[config.mk]
export PLATFORM = sky130hd
export DESIGN_NAME = boot_rom_word_bridge
export DESIGN_NICKNAME = d
export VERILOG_FILES = /design/src/rtl/boot_rom_word_bridge.sv
export SDC_FILE = /design/constraint.sdc
export NUM_CORES = 1
export LEC_CHECK = 0
export BUFFER_PORTS_ARGS = -buffer_cell sky130_fd_sc_hd__buf_2
export CORE_ASPECT_RATIO = 1.2
export CORE_MARGIN = 2
export CORE_UTILIZATION = 49
export DETAILED_ROUTE_END_ITERATION = 16
export PLACE_DENSITY = 0.85
export SKIP_LAST_GASP = 1
export SLEW_MARGIN = 15
export SYNTH_ARGS = -nofsm -noshare
export SYNTH_HDL_FRONTEND = slang
export SYNTH_SLANG_ARGS = --single-unit
[constraint.sdc]
create_clock -name clk -period 4.33 [get_ports clk]
set_input_delay 0.2165 -clock clk [delete_from_list [all_inputs] [get_ports clk]]
set_output_delay 0.2165 -clock clk [all_outputs]
set_load 0.02 [all_outputs]
[src/rtl/boot_rom_word_bridge.sv]
module boot_rom_word_bridge #(
  parameter int AW        = 14,
  parameter int WAIT_CLKS = 2
) (
  input  logic          clk,
  input  logic          rst_n,
  input  logic          cfg_done,
  output logic          cpu_rst_n,
  input  logic          cpu_cs,
  input  logic [AW-1:0] cpu_addr,
  output logic          cpu_ack,
  output logic [31:0]   cpu_data,
  output logic          data_oe,
  output logic [AW+1:0] rom_addr,
  output logic          rom_oe_n,
  input  logic [7:0]    rom_data,
  output logic          bus_oe
);

  localparam int WW    = (WAIT_CLKS < 2) ? 1 : $clog2(WAIT_CLKS);
  localparam int WLAST = WAIT_CLKS - 1;

  typedef enum logic [1:0] {S_IDLE, S_BYTE, S_DONE} st_t;

  logic          cfg_s1, cfg_s2;
  st_t           state;
  logic [1:0]    idx;
  logic [WW-1:0] wcnt;
  logic [23:0]   stage;
  logic          byte_last;

  always_ff @(posedge clk or negedge rst_n) begin
    if (!rst_n) begin
      cfg_s1 <= 1'b0;
      cfg_s2 <= 1'b0;
    end else begin
      cfg_s1 <= cfg_s1 | cfg_done;
      cfg_s2 <= cfg_s1;
    end
  end

  assign byte_last = (state == S_BYTE) && (wcnt == WW'(WLAST));

  always_ff @(posedge clk or negedge rst_n) begin
    if (!rst_n) begin
      state <= S_IDLE;
      idx   <= 2'd0;
      wcnt  <= '0;
      stage <= '0;
    end else begin
      case (state)
        S_IDLE: if (cfg_s2 && cpu_cs) begin
          state <= S_BYTE;
          idx   <= 2'd0;
          wcnt  <= '0;
        end
        S_BYTE: begin
          if (!cpu_cs) begin
            state <= S_IDLE;
          end else if (byte_last) begin
            wcnt <= '0;
            if (idx == 2'd3) begin
              state <= S_DONE;
            end else begin
              for (int i = 0; i < 3; i++)
                if (idx == 2'(i)) stage[i*8 +: 8] <= rom_data;
              idx <= idx + 2'd1;
            end
          end else begin
            wcnt <= wcnt + WW'(1);
          end
        end
        default: if (!cpu_cs) state <= S_IDLE;
      endcase
    end
  end

  assign cpu_rst_n = cfg_s2;
  assign bus_oe    = cfg_s2;
  assign data_oe   = cfg_s2 && cpu_cs;
  assign rom_oe_n  = (state != S_BYTE);
  assign rom_addr  = {cpu_addr, idx};
  assign cpu_ack   = byte_last && (idx == 2'd3) && cpu_cs;
  assign cpu_data  = {rom_data, stage};

  p_hold_quiet_r1: assert property (@(posedge clk) disable iff (!rst_n)
    !cpu_rst_n |-> (rom_oe_n && !cpu_ack && !data_oe && !bus_oe));

  p_release_delay_r2: assert property (@(posedge clk) disable iff (!rst_n)
    $rose(cpu_rst_n) |-> $past(cfg_done, 2));

  p_release_sticky_r2: assert property (@(posedge clk) disable iff (!rst_n)
    !$fell(cpu_rst_n));

  p_addr_step_r3: assert property (@(posedge clk) disable iff (!rst_n)
    (byte_last && idx != 2'd3 && cpu_cs) |=> (rom_addr[1:0] == $past(rom_addr[1:0]) + 2'd1));

  p_addr_steady_r3: assert property (@(posedge clk) disable iff (!rst_n)
    (!rom_oe_n && $past(!rom_oe_n && !byte_last) && $stable(cpu_addr)) |-> $stable(rom_addr));

  p_ack_lastbyte_r4: assert property (@(posedge clk) disable iff (!rst_n)
    cpu_ack |-> (rom_addr[1:0] == 2'd3 && !rom_oe_n));

  p_ack_single_r6: assert property (@(posedge clk) disable iff (!rst_n)
    cpu_ack |=> !cpu_ack);

  p_hold_lanes_r7: assert property (@(posedge clk) disable iff (!rst_n)
    ($past(cpu_ack) && cpu_cs) |-> $stable(cpu_data[23:0]));

  p_abort_r8: assert property (@(posedge clk) disable iff (!rst_n)
    (!rom_oe_n && !cpu_cs) |=> rom_oe_n);

endmodule

Yosys cells after proc, flatten, opt, wreduce, memory -nomap -nowiden --
Index checks and enable logic that the tools add are counted.
Word-level totals: register bits after elaboration 31, input port bits 26, output and inout bits 53, logic and storage cells 52
Operators by class: add/sub/neg operators 2, equality and inequality tests 12, mux-type cells 15, bitwise gates (word level) 2, reduce and logical (&&, ||, !) cells 13
Operator list (number):
- AND reduction 5 bit | 4
- 2-to-1 mux 2 bit | 9
- inequality test 2 bit (second input constant) | 4
- case mux 2 bit (2 select lines) | 2
- == test 2 x 1 -> 1 bit (second input constant) | 2
- == test 2 bit (second input constant) | 2
- logical AND 1 bit | 4
- zero test 2 bit | 2
- AND reduction 4 bit | 1
- 2-to-1 mux 1 bit | 3
- inequality test 3 x 1 -> 1 bit (second input constant) | 1
- inequality test 3 x 2 -> 1 bit (second input constant) | 1
- inequality test 3 bit (second input constant) | 1
- AND reduction 3 bit | 1
- adder 2 x 1 -> 2 bit (second input constant) | 1
- inequality test 2 x 1 -> 1 bit (second input constant) | 1
- case mux 1 bit (2 select lines) | 1
- nonzero test 2 bit | 1
- adder 1 bit (second input constant) | 1
- NOT 1 bit | 1
- OR 1 bit | 1

Longest topological paths before layout --
Gate-level depths: netlist of the first run.
depth in word-level cells 5, gate-level depth with buffers 5, gate-level depth less buffers 4

Worst setup path before layout of the first run --
No wires, ideal clock.
kind register to register, start reg idx[0], end reg stage[0], library setup time 0.125 ns, arrival time 1.651 ns, data required time 4.205 ns, path slack 2.554 ns, cell stages (with the launch flop) 6, period minus slack after synthesis 1.776 ns, cell sequence dfrtp_1 -> ha_1 -> and3b_4 -> and3_4 -> buf_12 -> mux2_4
Between the ends: cells in the longest elaborated chain, start to end 3, elaborated cells on any way between the ends 4
RTL lines:
- start, declared | line 27 | logic [1:0] idx;
- start signal, assigned | line 67 | idx <= idx + 2'd1;
- == test 2 bit | line 62 | if (idx == 2'd3) begin
- NOT 1 bit (no line)
- AND reduction 5 bit (no line) (*)
- end signal, assigned by index | line 66 | if (idx == 2'(i)) stage[i*8 +: 8] <= rom_data;
- end, declared | line 29 | logic [23:0] stage;
Mark *: on every way between the ends. The rest lies on a longest branch, timed or not. A chain may end at the register's enable or synchronous reset.

Worst setup path in the final report of the first run --
start reg idx[0], end reg stage[8]
The elaborated chain is that of the path after synthesis.

==> results_dict.tcl, run 1 <==
set metrics [dict create \
    status "complete, no violations" \
    fin_skew_ns 0.00620 \
    synth-seq-cells 31 \
    die_y_um 66.6 \
    fin_ws_ns 2.55 \
    finalWirelength_um 2920 \
    numCtsBuffers 5 \
    p_per_area_nw_per_um2 470 \
    rsz0062_at_grt "false" \
    ff2ff_path_depth 4 \
    crit_fanout 8 \
    cts_setup_buffers 0 \
    finalSetupViolCount 0 \
    swShare_pct 32.8 \
    start_kind "flop" \
    crit_slowest_cell "dfrtp_1" \
    worstHoldPathType "input port to flop" \
    clockBufferDepth 2 \
    die_x_um 56.2 \
    dr.pass1.iters 4 \
    place_ws_ns 2.57 \
    cp_cell_sequence "ha_1, and3b_4, and3_4, mux2_4" \
    clock_sinks 31 \
    setup_tns_ns 0 \
    ios 79 \
    hold_depth 2 \
    port-buffer-count 50 \
    finish.net_count 175 \
    tightest_slew_ns 0.679 \
    slew_headroom_pct 54.8 \
    cp.required_ns 4.54 \
    p_switching_mw 0.267 \
    htreeDepth 2 \
    drive_gt1_share_pct 61.4 \
    fillCellCount 260 \
    syn_area_um2 1600 \
    clk_pin_slew_ns 0.09 \
    std_cell_rows 22 \
    grtUsageTotal_pct 17.2 \
    min_from "cfg_done" \
    syn_to_final_growth_pct 8.05 \
    worstReg2RegEnd "stage[8]" \
    critical-path-max-stage-delay_ns 0.44 \
    insertion_delay_ns 0.33 \
    path_class "flop to flop" \
    dieArea_um2 3740 \
    period_share_pct 41.2 \
    synth_cell_types 20 \
    p_clk_share_pct 20.7 \
    wl_per_cell_um 16.1 \
    hold_path_end "cfg_s1" \
    vias_per_cell 5.21 \
    core_area_um2 3080 \
    r2r_slack_ns 2.55 \
    vias 943 \
    globalplace.congestion 0.766 \
    syn_nets 143 \
    min_period_ns 1.78 \
    placed_cell_area_um2 1660 \
    antenna_cells 0 \
    yosys_warnings 0 \
    synth.avg_cell_area_um2 14.2 \
    placedCellCount 173 \
    maxCapViolations 0 \
    grt_pass1_vias 965 \
    hold_viol 0 \
    p_int_mw 0.546 \
    fin_cells 181 \
    cts_tree "yes" \
    root_buffer "clkbuf_4" \
    grtUsageMet2_pct 28.7 \
    cts_hold_buf 1 \
    grt_max_degree 32 \
    vdd_drop_max_v 0.000312 \
    remaining_drc_errors 0 \
    netlist_instances 113 \
    grt_busiest_layer "met2" \
    timing.fmax_ghz 0.561 \
    drtIter0Drc 12 \
    grt_pass1_wl_um 4840 \
    grt_overflow 0 \
    total_power_mw 0.813 \
    cp.arrival_ns 1.99 \
    leakage_nw 0.916 \
    cts-resized-gates 0 \
    postRouteAntennaNets 0 \
    design_area_um2 1730 \
    drv_slew 0 \
    p_seq_share_pct 47.2 \
    power_frac_comb_pct 32.1 \
    antenna_found_initial 0 \
    grt_use_met3_pct 7.77 \
    start_util_pct 51.9 \
    grtUsageMet1_pct 19.6 \
    end_kind "flop" \
    reg2reg_from "idx[0]" \
    seq_area_frac_synth_pct 48.5 \
    post-dp-hpwl_um 2140 \
]
## power by group through the flow
stage | logic, mW | clock network, mW | registers (mW)
2_1_floorplan | 0.127 | 0 | 0.455
3_3_place_gp | 0.256 | 0 | 0.386
3_5_place_dp | 0.262 | 0 | 0.389
4_1_cts | 0.264 | 0.173 | 0.384
5_1_grt | 0.277 | 0.184 | 0.392
6_report | 0.261 | 0.169 | 0.384
## flip-flops by register name, indices dropped and copies added (netlist names)
| name | flops |
|---|---|
| wcnt | 1 |
| bus_oe | 1 |
| state | 2 |
| cfg_s1 | 1 |
| idx | 2 |
| stage | 24 |
## logic make-up after synthesis
family | synth area share, %
compound gates | 3.44
fa+ha+maj | 3.13
buf+inv | 15.2
flops | 48.5
mux | 22.5
simple gates | 7.19
## stage by stage
step,hold slack [ns],util [%]
4_1_cts,0.0649,56.1
2_1_floorplan,-0.0791,-
3_3_place_gp,0.276,53.9
6_report,0.0789,56.1
3_5_place_dp,0.292,53.9
5_1_grt,0.0706,56.1
## Yosys cell counts
master / count / share of area, %
a32o_1: 1 / 0.63
and2_1: 1 / 0.39
buf_12: 3 / 3.8
nor2_1: 3 / 0.70
and2b_2: 1 / 0.55
mux2_4: 24 / 23
a22o_2: 1 / 0.63
inv_1: 3 / 0.70
and3_4: 3 / 2.1
buf_4: 23 / 11
o21ai_0: 4 / 1.3
nand2_1: 4 / 0.94
and3b_4: 1 / 0.78
dfrtp_1: 31 / 48
nand3_1: 1 / 0.31
ha_1: 4 / 3.1
a21boi_0: 2 / 0.94
nand2b_1: 1 / 0.39
and2b_4: 1 / 0.63
or2_2: 1 / 0.39
## critical path: cells and delay by family (launching register included)
family	cells	cell delay [ns]
AND/OR/NAND/NOR	2	0.65
multiplexers	1	0.32
flip-flops	1	0.44
adder cells (fa/ha/maj)	1	0.26
## area by class of cell
cell class | count | area, um2 | share of cell area, %
clock buffers | 6 | 51.3 | 2.97
clock inverters | 1 | 5.00 | 0.289
inverters | 3 | 11.3 | 0.651
multi-input cells | 53 | 581 | 33.6
flip-flops and latches | 31 | 776 | 44.9
well taps | 36 | 45.0 | 2.60
repair buffers | 51 | 260 | 15.1
## layer usage
| layer | up-vias | share of wire (%) |
|---|---|---|
| li1 | 419 | - |
| met5 | - | 0 |
| met3 | 13 | 9.4 |
| met2 | 52 | 48 |
| met1 | 459 | 41 |
| met4 | 0 | 1.8 |
## worst max path at each step
stage                 to  cells after the start    from  slack (ns)
2_1_floorplan   stage[0]                      5  idx[0]        2.55
3_3_place_gp    stage[7]                      4  idx[0]        2.63
3_5_place_dp    stage[2]                      4  idx[0]        2.57
4_1_cts         stage[6]                      4  idx[0]        2.54
5_1_grt        stage[14]                      4  idx[0]        2.49
6_report        stage[8]                      4  idx[0]        2.55
## cells in the final DEF (no fill, tap or decap), drive strengths merged
cell,netlist,layout
buf,26,50
dfrtp,31,31
mux2,24,24
clkbuf,0,6
nand2,4,4
o21ai,4,4
ha,4,4
inv,3,3
nor2,3,3
and3,3,3
a21boi,2,2
and2b,2,2
and2,1,1
nand2b,1,1
nand3,1,1
or2,1,1
and3b,1,1
a22o,1,1
a32o,1,1
clkinv,0,1
dlygate4sd3,0,1
Power figures use the tool's default switching activity.
==> run 2: changes to the inputs <==
--- a/config.mk
+++ b/config.mk
@@ -8,9 +8,9 @@
 export BUFFER_PORTS_ARGS = -buffer_cell sky130_fd_sc_hd__buf_2
 export CORE_ASPECT_RATIO = 1.2
 export CORE_MARGIN = 2
-export CORE_UTILIZATION = 49
+export CORE_UTILIZATION = 41
 export DETAILED_ROUTE_END_ITERATION = 16
-export PLACE_DENSITY = 0.85
+export PLACE_DENSITY = 0.76
 export SKIP_LAST_GASP = 1
 export SLEW_MARGIN = 15
 export SYNTH_ARGS = -nofsm -noshare
==> constraint.sdc (replaced) <==
create_clock -name clk -period 1.62 [get_ports clk]
set_input_delay 0.081 -clock clk [delete_from_list [all_inputs] [get_ports clk]]
set_output_delay 0.081 -clock clk [all_outputs]
set_load 0.02 [all_outputs]
==> run 2 against run 1 <==
Against the previous run: the flow now finishes with violations (negative setup slack); count of clock-buffer cells in the layout stayed put; hold slack worse by 0.0062 ns; sequential share of layout area is 3.1 points lower; routed wire length decreased by 2.1%; die area increased by 18%; global-route usage fell by 3.9 points; critical endpoint is now stage[10]; largest cell class unchanged.
==> results_dict.tcl, run 2 (synthesis results as in run 1) <==
set metrics [dict create \
    placedCellCount 192 \
    finish.net_count 180 \
    drtIter0Drc 45 \
    dieArea_um2 4420 \
    clockBufferDepth 2 \
    rsz0062_at_grt "true" \
    grt_overflow 0 \
    violations "negative setup slack" \
    maxCapViolations 0 \
    drive_gt1_share_pct 64.2 \
    dr.pass1.iters 4 \
    worstHoldPathType "input port to flop" \
    tightest_slew_ns 0.675 \
    clock_sinks 31 \
    setup_tns_ns -0.0594 \
    core_area_um2 3690 \
    remaining_drc_errors 0 \
    placed_cell_area_um2 1720 \
    timing.fmax_ghz 0.611 \
    std_cell_rows 24 \
    antenna_cells 0 \
    finalSetupViolCount 12 \
    cp.required_ns 1.79 \
    vias 940 \
    grt_pass1_wl_um 4390 \
    start_util_pct 43.3 \
    min_period_ns 1.64 \
    clk_pin_slew_ns 0.07 \
    post-dp-hpwl_um 2060 \
    slew_headroom_pct 55.0 \
    hold_viol 0 \
    fin_cells 203 \
    reg2reg_from "idx[0]" \
    path_class "flop to flop" \
    grt_pass1_vias 937 \
    largest_register_ffs 24 \
    leakage_nw 0.963 \
    startpoint "idx[0]" \
    die_y_um 72.4 \
    insertion_delay_ns 0.28 \
    cts-resized-gates 0 \
    fin_hold_ws_ns 0.0728 \
    reg.largest.list "stage (24), idx (2), state (2)" \
    grtUsageTotal_pct 13.3 \
    vdd_drop_max_v 0.000391 \
    end_kind "flop" \
    ff2ff_path_depth 4 \
    wl_per_cell_um 14.1 \
    status "finished with violations" \
    cp.arrival_ns 1.80 \
    min_from "rom_data[0]" \
    finalWirelength_um 2860 \
    postRouteAntennaNets 0 \
    fin_skew_ns 0.00484 \
    design_area_um2 1870 \
    start_kind "flop" \
    syn_to_final_growth_pct 16.6 \
    layout_commonest_cell "buf_2" \
    cts_tree "yes" \
    hold_depth 2 \
    htreeDepth 2 \
    antenna_found_initial 0 \
    root_buffer "clkbuf_8" \
    period_share_pct 101 \
    p_per_area_nw_per_um2 1360 \
    fin_ws_ns -0.0172 \
    numCtsBuffers 5 \
    globalplace.congestion 0.793 \
    regMostFlops "stage" \
    ios 79 \
    mostFrequentLayoutCells "50 x buf_2, 29 x dfrtp_1, 24 x mux2_4" \
    die_x_um 61.0 \
    port-buffer-count 50 \
    vias_per_cell 4.63 \
    crit_fanout 8 \
    drv_slew 0 \
    grt_max_degree 32 \
]
run 2: metrics by stage:
step | power (mW) | setup WS (ns) | utilization, %
global route | 2.63 | -0.0507 | 50.5
global placement | 1.73 | 0.0236 | 46.6
finish | 2.53 | -0.0172 | 50.5
detailed placement | 1.75 | -0.0173 | 46.6
CTS | 2.54 | -0.0242 | 50.5
floorplan | 1.56 | -0.0558 | -
run 2: final timing paths:
path | to | slack [ns]
setup / recovery | stage[10] | -0.02
hold / removal | stage[16] | 0.07
setup reg to reg | stage[10] | -0.02
hold reg to reg | bus_oe | 0.38
max in group asynchronous | idx[1] | 0.77
min in group asynchronous | stage[9] | 0.37
run 2: power by group:
| group | internal [mW] | switching [mW] |
|---|---|---|
| Clock | 0.497 | 0.288 |
| Sequential | 0.931 | 0.0997 |
| Combinational | 0.339 | 0.375 |
| Total | 1.77 | 0.762 |
run 2: area by class of cell:
type	instances	area [um2]
clock inverter	2	35.0
tap	52	65.1
inverter	3	11.3
clock buffer	6	82.6
timing repair buffer	56	300
sequential	31	778
multi-input combinational	53	593
fill	316	1830
run 2: repair_timing:
action                     CTS  global route
buffers inserted             1             0
pin swaps                    1             0
hold endpoints to repair    32             0
setup endpoints to repair   24            24
hold buffers                 2             0
run 2: metal layers:
metal  track usage [%]  part of all wire, %  vias up
met1              16.5                   44      450
li1                  -                    -      427
met5                 0                    0        -
met2              20.0                   45       49
met3              4.28                  7.4       14
met4              7.73                  2.9        0
run 2: critical path, stage by stage, from the launching register on:
cell     delay [ns]
dfrtp_2        0.42
ha_4           0.16
and3b_4        0.31
and3_4         0.30
mux2_4         0.32
